<file path="config.mk">
export PLATFORM = sky130hd
export DESIGN_NAME = bocp_timer
export DESIGN_NICKNAME = d
export VERILOG_FILES = /design/src/rtl/bocp_pkg.sv /design/src/rtl/bocp_counter.sv /design/src/rtl/bocp_link_ctrl.sv /design/src/rtl/bocp_pin.sv /design/src/rtl/bocp_timer.sv
export SDC_FILE = /design/constraint.sdc
export NUM_CORES = 1
export LEC_CHECK = 0
export ABC_AREA = 1
export BUFFER_PORTS_ARGS = -buffer_cell sky130_fd_sc_hd__buf_4
export CAP_MARGIN = 25
export CELL_PAD_IN_SITES_DETAIL_PLACEMENT = 0
export CELL_PAD_IN_SITES_GLOBAL_PLACEMENT = 2
export CORE_MARGIN = 2
export CORE_UTILIZATION = 32
export DETAILED_ROUTE_END_ITERATION = 10
export PLACE_DENSITY_LB_ADDON = 0.1
export SETUP_SLACK_MARGIN = 0.1
export SYNTH_ARGS = -nofsm -noshare
export SYNTH_HDL_FRONTEND = slang
export SYNTH_SLANG_ARGS = --single-unit
</file>
<file path="constraint.sdc">
create_clock -name clk -period 2 [get_ports clk]
set_input_delay 0.4 -clock clk [delete_from_list [all_inputs] [get_ports clk]]
set_output_delay 0.4 -clock clk [all_outputs]
set_load 0.01 [all_outputs]
</file>
<file path="src/rtl/bocp_pkg.sv">
package bocp_pkg;
  localparam int CTRL_W = 4;
  localparam int ADDR_W = 3;

  localparam logic [ADDR_W-1:0] A_MOD   = 3'd0;
  localparam logic [ADDR_W-1:0] A_CMP_A = 3'd1;
  localparam logic [ADDR_W-1:0] A_CMP_B = 3'd2;
  localparam logic [ADDR_W-1:0] A_CTL_A = 3'd3;
  localparam logic [ADDR_W-1:0] A_CTL_B = 3'd4;

  typedef enum logic [1:0] {
    ACT_NONE   = 2'b00,
    ACT_TOGGLE = 2'b01,
    ACT_CLEAR  = 2'b10,
    ACT_SET    = 2'b11
  } pin_act_e;

  typedef struct packed {
    logic     tov;
    pin_act_e act;
    logic     link;
  } ctl_t;

  function automatic logic next_pin(input logic cur, input logic hit,
                                    input pin_act_e act, input logic inv);
    logic v;
    v = cur;
    if (hit) begin
      case (act)
        ACT_TOGGLE: v = ~cur;
        ACT_CLEAR:  v = 1'b0;
        ACT_SET:    v = 1'b1;
        default:    v = cur;
      endcase
    end
    return inv ? ~v : v;
  endfunction
endpackage

</file>
<file path="src/rtl/bocp_counter.sv">
module bocp_counter #(
  parameter int CNT_W = 16
) (
  input  logic             clk,
  input  logic             rst_n,
  input  logic [CNT_W-1:0] modulo,
  output logic [CNT_W-1:0] cnt,
  output logic             wrap
);
  assign wrap = (cnt >= modulo);

  always_ff @(posedge clk or negedge rst_n) begin
    if (!rst_n)    cnt <= '0;
    else if (wrap) cnt <= '0;
    else           cnt <= cnt + 1'b1;
  end
endmodule

</file>
<file path="src/rtl/bocp_link_ctrl.sv">
module bocp_link_ctrl (
  input  logic clk,
  input  logic rst_n,
  input  logic link,
  input  logic link_rise,
  input  logic wrap,
  input  logic wr_cmp_a,
  input  logic wr_cmp_b,
  output logic act_sel
);
  logic last_b;

  always_ff @(posedge clk or negedge rst_n) begin
    if (!rst_n) begin
      act_sel <= 1'b0;
      last_b  <= 1'b0;
    end else begin
      if (link_rise)         act_sel <= 1'b0;
      else if (link && wrap) act_sel <= last_b;

      if (link_rise)     last_b <= 1'b0;
      else if (wr_cmp_a) last_b <= 1'b0;
      else if (wr_cmp_b) last_b <= 1'b1;
    end
  end
endmodule

</file>
<file path="src/rtl/bocp_pin.sv">
module bocp_pin
  import bocp_pkg::*;
#(
  parameter int CNT_W = 16
) (
  input  logic             clk,
  input  logic             rst_n,
  input  logic             en,
  input  logic [CNT_W-1:0] cnt,
  input  logic [CNT_W-1:0] cmp,
  input  pin_act_e         act,
  input  logic             tov,
  input  logic             wrap,
  output logic             hit,
  output logic             pin
);
  assign hit = (cnt == cmp);

  always_ff @(posedge clk or negedge rst_n) begin
    if (!rst_n)  pin <= 1'b0;
    else if (en) pin <= next_pin(pin, hit, act, tov && wrap);
  end
endmodule

</file>
<file path="src/rtl/bocp_timer.sv">
module bocp_timer
  import bocp_pkg::*;
#(
  parameter int CNT_W = 16
) (
  input  logic                clk,
  input  logic                rst_n,
  input  logic                wr_en,
  input  logic [ADDR_W-1:0]   wr_addr,
  input  logic [CNT_W-1:0]    wr_data,
  output logic                cmp_out_a,
  output logic                cmp_out_b,
  output logic                ovf,
  output logic                gpio_b_en
);
  localparam int NCH = 2;

  logic [CNT_W-1:0] mod_q, cmp_a_q, cmp_b_q;
  ctl_t             ctl_a_q, ctl_b_q;
  logic [CNT_W-1:0] cnt;
  logic             wrap;
  logic             link, link_rise, act_sel;
  logic             wr_cmp_a, wr_cmp_b, wr_ctl_a;

  assign wr_cmp_a  = wr_en && (wr_addr == A_CMP_A);
  assign wr_cmp_b  = wr_en && (wr_addr == A_CMP_B);
  assign wr_ctl_a  = wr_en && (wr_addr == A_CTL_A);
  assign link      = ctl_a_q.link;
  assign link_rise = wr_ctl_a && wr_data[0] && !link;

  always_ff @(posedge clk or negedge rst_n) begin
    if (!rst_n) begin
      mod_q   <= '1;
      cmp_a_q <= '0;
      cmp_b_q <= '0;
      ctl_a_q <= '0;
      ctl_b_q <= '0;
    end else if (wr_en) begin
      case (wr_addr)
        A_MOD:   mod_q   <= wr_data;
        A_CMP_A: cmp_a_q <= wr_data;
        A_CMP_B: cmp_b_q <= wr_data;
        A_CTL_A: ctl_a_q <= ctl_t'(wr_data[CTRL_W-1:0]);
        A_CTL_B: ctl_b_q <= ctl_t'(wr_data[CTRL_W-1:0]);
        default: ;
      endcase
    end
  end

  bocp_counter #(.CNT_W(CNT_W)) cnt_i (
    .clk(clk), .rst_n(rst_n), .modulo(mod_q), .cnt(cnt), .wrap(wrap)
  );

  bocp_link_ctrl link_i (
    .clk(clk), .rst_n(rst_n), .link(link), .link_rise(link_rise),
    .wrap(wrap), .wr_cmp_a(wr_cmp_a), .wr_cmp_b(wr_cmp_b), .act_sel(act_sel)
  );

  logic [CNT_W-1:0] ch_cmp [NCH];
  pin_act_e         ch_act [NCH];
  logic [NCH-1:0]   ch_tov, ch_en, ch_hit, ch_pin;

  assign ch_cmp[0] = (link && act_sel) ? cmp_b_q : cmp_a_q;
  assign ch_act[0] = ctl_a_q.act;
  assign ch_tov[0] = ctl_a_q.tov;
  assign ch_en[0]  = 1'b1;
  assign ch_cmp[1] = cmp_b_q;
  assign ch_act[1] = ctl_b_q.act;
  assign ch_tov[1] = ctl_b_q.tov;
  assign ch_en[1]  = !link;

  for (genvar g = 0; g < NCH; g++) begin : g_ch
    bocp_pin #(.CNT_W(CNT_W)) pin_i (
      .clk(clk), .rst_n(rst_n), .en(ch_en[g]), .cnt(cnt), .cmp(ch_cmp[g]),
      .act(ch_act[g]), .tov(ch_tov[g]), .wrap(wrap),
      .hit(ch_hit[g]), .pin(ch_pin[g])
    );
  end

  logic hit_a, tov_a;
  assign hit_a     = ch_hit[0];
  assign tov_a     = ch_tov[0];
  assign cmp_out_a = ch_pin[0];
  assign cmp_out_b = ch_pin[1];
  assign ovf       = wrap;
  assign gpio_b_en = link;
endmodule

</file>
==> impl_results.md, run 1 <==
* Synth cell count leaders: nand2_1 (223), inv_1 (84), o21ai_0 (60)
* Share of the synthesized area in the top cell type at 0.3425
* Min-delay worst type: in -> async
* Worst slew margin at 0.7067
* Htree depth at 3
* Setup slack after layout at -0.2311 ns
* DR iter-0 viols at 214
* Mapped Cells at ~600
* CTS max path bufs at 2
* Number of global-route vias before repair at ~3,800
* Crit path required time at roughly 1.6 ns
* Initial core utilization at 0.3268
* Worst-Margin Slew at ~0.44 ns
* Arrival time worst endpoint at around 1.8 ns
* Pins Over Slew Limit at 0
* Most Crowded Layer GR: met2
* Final Util at 0.4284
* Vias per inst at about 4.7
* Leakage power total at between 2 and 3 nW
* Vias at approximately 3,900
* Post-route clock period utilization at 1.116
* Post-synth EDFFs at 0
* Fraction of registers with async set/reset at 1.000
* Yosys warning count at 0
* Die width at ~120 µm
* Clock Skew at ~0.007 ns
* Mean Syn Cell Area at just over 7 µm²
* CTS tree: yes
* Min Hold Slack at -0.001823 ns
* Met1 Use GR at 0.2523
* Area growth, synth to finish at 31.09%
* Placed Area at about 4800 µm²
* Worst-Skew Late Latency at 0.34 ns
* DP Worst Slack at -0.01812 ns
* Seq cells post-synth at 75
* DR WL/cell at approximately 14 µm
* DRT Wirelength at 12.11 mm
* Most frequent cell after synthesis: nand2_1
* Initial antenna violation count at 0
* Min cycle time layout at ~2.2 ns
* Reg clk slew, reported paths at around 0.060 ns
* Gr usage total at 0.1843
* Synth Net Count at about 640
* Dominant cells by area after synthesis: dfrtp_1 (34%), nand2_1 (19%), dfstp_2 (9.8%), inv_1 (7.3%), o21ai_0 (7.0%)
* CP Capture Type: output port
* Worst reg2reg path depth at 11
* Most common flop cell mapped by yosys: dfrtp_1
* Startpoint types: flop
* Fillers at 1,360
* CTS Buf Count at 9
* Drt drc at 0
* Core box area at roughly 13,000 µm²
* Global route total overflow at 0
* Worst R2R Setup Slack at ~0.060 ns
* Leading area contributor after synthesis: dfrtp_1
* Post-route cell area at between 5000 and 6000 µm²
* IO Port Bufs at 25
* Number of max-cap violations at 0
* Fmax at between 400 and 500 MHz
* Layout cells sized above 1 at 0.2610
* Largest fanout on the critical path at 3
* GPL Wtd Cong at ~0.74
* Core Rows at 42
* Ratio of total power to cell area at about 1100 nW/µm²
* Total die area at around 14,000 µm²
* TritonCTS Sinks at 75
* Post-synthesis sequential area ratio at 0.4401
* Met3 Usage GRT at 0.02804
* Critical R2R Launch: mod_q[15]
* Max IR drop VDD at 0.3810 mV
* Clk root buf: clkbuf_16
* Reg-to-reg endpoint: link_i.act_sel
* Critical path type: reg -> out
* Cell area after synthesis at 4310 µm²
* Final Hold Fails at 2
* Yosys cell types at 32
* Antenna diode count at 0
* Reg area at 1902 µm²
* Global routing usage on met2 at 0.2905
* Hpwl dp at between 8 and 9 mm
* Status: finished, violations left
* TritonRoute pass-1 iters at 4
* # setup viols final at 1
* Post-DRT Antenna Nets at 0
* Post-layout nets at roughly 690
* Area occupied by multi-input gates at 2366 µm²
* Total Negative Setup Slacks at -0.2311 ns
* Largest net degree at the start of global routing at 50
* RSZ-0062 raised after global routing: yes
* First-pass GRT wire length at 20.10 mm
* Failing checks: hold timing, setup timing
* IO Pins at 26
* Chip Height at about 120 µm
* Cts-stage hold buffer count at 0
-- power breakdown --
group / total [W] / internal (W) / switching [W]
Combinational: 0.00223 / 0.000957 / 0.00127
Sequential: 0.00223 / 0.00190 / 0.000329
Clock: 0.00175 / 0.00110 / 0.000648
Total: 0.00621 / 0.00397 / 0.00225
-- worst max-delay path, stage by stage (launching register included) --
cell and delay, ns:
dfstp_2 0.53, inv_2 0.05, ha_4 0.27, nand4_1 0.16, nor3_2 0.17, nand2_1 0.09
nand2_2 0.10, buf_6 0.12
-- sequential cells by signal, indices dropped and copies added, names as in the netlist, 2 cells and up --
register and cells:
ch_act 4, cmp_a_q 16, mod_q 16, cnt_i.cnt 16
cmp_b_q 16, g_ch.pin_i.pin 2
-- worst max-delay path by stage --
stage	from	to	depth (start not counted)
finish	mod_q[15]	ovf	7
global route	mod_q[15]	ovf	7
CTS	mod_q[7]	ovf	10
detailed placement	mod_q[15]	cnt_i.cnt[2]	10
global placement	mod_q[15]	ovf	7
floorplan	mod_q[11]	ovf	8
-- per-stage QoR --
step / power, W / std cells / hold WS [ns]
after CTS: 0.005958 / 830 / 0.007299
after floorplan: 0.003436 / 598 / 0.1044
final: 0.006212 / 835 / -0.001823
after global routing: 0.006713 / 835 / 0.02345
after detailed placement: 0.004090 / 811 / 0.3780
after global placement: 0.004073 / 811 / 0.3686
-- cells by family (layout without fill, tap and decap cells) --
family,count (synthesis),count (layout),synth area share
simple gates,319,319,0.3103
xor+xnor,4,4,0.008129
buf+inv,100,161,0.09347
compound gates,83,83,0.09869
fa+ha+maj,17,17,0.04935
flops,75,75,0.4401
-- layout make-up --
cell class / instances / share of cell area
multi-input combinational: 423 / 0.4187
tap: 176 / 0.03897
sequential: 75 / 0.3366
clock buffer: 15 / 0.05093
inverter: 87 / 0.05979
timing repair buffer: 58 / 0.08968
clock inverter: 1 / 0.005314
-- routing by layer --
metal	vias to the layer above	part of all wire	wire length (µm)
li1	1991	-	-
met1	1815	0.50	6005
met2	60	0.45	5469
met3	17	0.028	336
met4	0	0.024	293
met5	-	0	0
-- what timing repair did --
item | in CTS | in global routing
setup buffers | 2 | 7
gates resized for setup | 30 | 67
gates cloned | 1 | 0
endpoints found under the setup margin | 11 | 20
pin swaps | 14 | 25
-- placed cells by master, fill, tap and decap left out, drive strengths merged, types with 2 or more instances in the layout --
cell / synthesis / routed
nand2: 227 / 227
inv: 85 / 85
o21ai: 62 / 62
dfrtp: 59 / 59
buf: 6 / 58
nor2: 42 / 42
nand3: 35 / 35
a21oi: 17 / 17
ha: 17 / 17
dfstp: 16 / 16
clkbuf: 7 / 15
nor3: 10 / 10
xor2: 3 / 3
o211ai: 2 / 2
nor4: 2 / 2
(Power assumes the default switching activity.)
==> run 2: changes to the inputs <==
--- a/config.mk
+++ b/config.mk
@@ -11,9 +11,11 @@
 export CELL_PAD_IN_SITES_DETAIL_PLACEMENT = 0
 export CELL_PAD_IN_SITES_GLOBAL_PLACEMENT = 2
 export CORE_MARGIN = 2
-export CORE_UTILIZATION = 32
+export CORE_UTILIZATION = 33
+export CTS_BUF_LIST = sky130_fd_sc_hd__clkbuf_8
 export DETAILED_ROUTE_END_ITERATION = 10
 export PLACE_DENSITY_LB_ADDON = 0.1
+export RECOVER_POWER = 25
 export SETUP_SLACK_MARGIN = 0.1
 export SYNTH_ARGS = -nofsm -noshare
 export SYNTH_HDL_FRONTEND = slang
==> run 2 against run 1 <==
- the flow finishes with violations (setup timing)
- worst setup slack worse by 0.016 ns
- total power is 13% lower
- critical endpoint unchanged
- largest cell class unchanged
- clock skew is 0.0034 ns higher
- sequential power is 2% lower
- largest power group unchanged
- sequential share of layout area is 2.4 points higher
- register-to-register slack worse by 0.08 ns
==> impl_results.md, run 2 (same netlist as run 1, synthesis figures left out) <==
* Drt drc at 0 (unchanged)
* Post-DRT Antenna Nets at 0 (unchanged)
* Sequential share of power at 0.405 (+0.045)
* Total die area at 13,990 µm² (-2.9%)
* Largest net degree at the start of global routing at 39 (-22%)
* Ratio of total power to cell area at 1025 nW/µm² (-6.8%)
* Area growth, synth to finish at 22.26%
* Leakage power total at 2.682 nW (-3.5%)
* Final Hold Fails at 0 (-2)
* DP Worst Slack at -0.04781 ns (-0.02969 ns)
* DR iter-0 viols at 240 (+12%)
* CP max stage delay at 0.53 ns (about the same)
* Post-route clock period utilization at 1.123 (+0.007878)
* DR WL/cell at 14.16 µm (-2.3%)
* Setup slack after layout at -0.2469 ns (-0.01576 ns)
* Area occupied by multi-input gates at 2186 µm² (-7.6%)
* Worst-Skew Late Latency at 0.37 ns (+0.03 ns)
* Clock Skew at 0.01045 ns (+0.003418 ns)
* Number of max-cap violations at 0 (unchanged)
* Clock Power Share at 0.209 (-0.073)
* Fmax at 445.1 MHz (-0.70%)
* Worst-Margin Slew at 1.394 ns (+0.9541 ns)
* Most frequent CP cell: nand2_1
* Commonest cells after routing, fill and taps aside: nand2_1 (221), inv_1 (81), o21ai_0 (59), dfrtp_1 (57), buf_4 (47)
* Worst path bufs/invs at 3 (+1)
* CTS max path bufs at 2 (unchanged)
* Final Util at 0.4159 (-0.01246)
* Slowest cell on crit path: dfstp_2
* Min cycle time layout at 2.247 ns (+0.01576 ns)
* Core Rows at 41 (-2.4%)
* Reg area at 1899 µm² (-0.13%)
* # setup viols final at 2 (+1)
* CTS Buf Count at 9 (unchanged)
* Post-route cell area at 5270 µm² (-6.7%)
* Crit path required time at 1.60 ns (about the same)
* Worst slew margin at 0.07065 (-0.6361)
* TritonCTS Sinks at 75 (unchanged)
* Core box area at 12,670 µm² (-3.9%)
* Cells after DPL at 806 (-0.62%)
* Antenna diode count at 0 (unchanged)
* Gate power share at 0.386 (+0.028)
* Pins Over Slew Limit at 0 (unchanged)
* Critical path type: reg -> out
* Placed Area at 4835 µm² (-0.26%)
* IO Pins at 26 (unchanged)
* Reg clk slew, reported paths at 0.08 ns (+0.02 ns)
* TritonRoute pass-1 iters at 4 (unchanged)
* Htree depth at 3 (unchanged)
* First-pass GRT wire length at 19.62 mm (-2.4%)
* Vias at 3,858 (-0.64%)
* Fillers at 1,358 (-0.15%)
* Max IR drop VDD at 0.3084 mV (-19%)
* Tot Pwr at 0.005400 W (-13%)
* Number of global-route vias before repair at 3,803 (-0.68%)
* Hpwl dp at 8.523 mm (-0.79%)
* Min-delay worst type: in -> reg
* Status: finished, violations left
* Cell internal pwr at 0.003318 W (-16%)
* Failing checks: setup timing
* Initial core utilization at 0.3402 (+0.01339)
* Global route total overflow at 0 (unchanged)
* Startpoint types: flop
* Switching share of power at 0.3856 (+0.02407)
* Layout Cells excl Fill at 831 (-0.48%)
* Most common cell after layout, fill and taps aside: nand2_1
* Arrival time worst endpoint at 1.85 ns (+0.02 ns)
* RSZ-0062 raised after global routing: yes
* Cells along the critical path: inv_2 > ha_4 > nand2_1 > buf_4 > nor3_2 > nand2_1 > nand2_2 > buf_6
* Die width at 118.3 µm (-1.5%)
* Clk root buf: clkbuf_8
* Chip Height at 118.3 µm (-1.5%)
* CP top delay family: flip-flops
* DRT Wirelength at 11.77 mm (-2.8%)
* Vias per inst at 4.643 (-0.17%)
* Switching power at 0.002082 W (-7.3%)
* Gr usage total at 0.1797 (-0.004566)
* GPL Wtd Cong at 0.7571 (+3.0%)
* Largest fanout on the critical path at 2 (-1)
* Initial antenna violation count at 1 (+1)
* Layout cells sized above 1 at 0.1988 (-0.06222)
* CTS tree: yes
* Post-layout nets at 693 (unchanged)
* IO Port Bufs at 25 (unchanged)
* CP Capture Type: output port
[run 2: worst paths after layout]
| kind | startpoint | end | slack [ns] | cells past startpoint |
|---|---|---|---|---|
| worst max-delay path | mod_q[11] | ovf | -0.25 | 8 |
| worst min-delay path | wr_data[11] | cmp_b_q[11] | 0.25 | 3 |
| worst max register to register | mod_q[11] | link_i.act_sel | -0.02 | 12 |
| worst min register to register | cmp_a_q[12] | cmp_a_q[12] | 0.49 | 2 |
| max in group asynchronous | rst_n | mod_q[1] | 0.12 | 3 |
| min in group asynchronous | rst_n | cmp_b_q[11] | 0.88 | 2 |
[run 2: final cells by class]
type                       count  share of cell area
multi-input combinational    423              0.4148
sequential                    75              0.3604
timing repair buffer          58             0.08642
inverter                      87             0.06292
tap                          172             0.04084
clock buffer                  12             0.03134
clock inverter                 4            0.003324
[run 2: worst register-to-register path, stage by stage, from the launching register on]
cell and delay [ns]:
dfstp_2 0.53, inv_2 0.05, ha_4 0.26, nand2_1 0.05, buf_4 0.13, nor3_2 0.17, nand2_1 0.09, nand2_2 0.10
buf_4 0.14, buf_6 0.14, nand2_1 0.07, o21ai_0 0.15, inv_1 0.05
[run 2: per-stage QoR]
step / hold slack [ns] / setup TNS, ns
CTS: 0.2301 / -0.3133
detailed placement: 0.3358 / -0.09721
floorplan: 0.1044 / 0
finish: 0.2489 / -0.2686
global placement: 0.3313 / 0
global route: 0.2403 / -3.189
[run 2: power by group through the flow]
stage / clock network [W] / logic [W] / registers (W)
floorplan: 0 / 0.00127 / 0.00216
global placement: 0 / 0.00184 / 0.00220
detailed placement: 0 / 0.00187 / 0.00220
CTS: 0.00118 / 0.00197 / 0.00219
global route: 0.00123 / 0.00241 / 0.00225
finish: 0.00113 / 0.00208 / 0.00219
[run 2: metal layers]
| layer | vias to the layer above | wire, µm | GRT usage |
|---|---|---|---|
| met2 | 29 | 5640 | 0.2944 |
| met1 | 1837 | 5640 | 0.2393 |
| met5 | - | 0 | 0 |
| li1 | 1977 | - | - |
| met4 | 0 | 209 | 0.06777 |
| met3 | 15 | 279 | 0.02703 |
[run 2: what timing repair did]
action | in CTS | in global routing
setup endpoints to repair | 12 | 20
hold buffers | 1 | 0
hold endpoints to repair | 13 | 0
pin swaps | 10 | 8
setup buffers | 2 | 6
resized for setup | 22 | 19
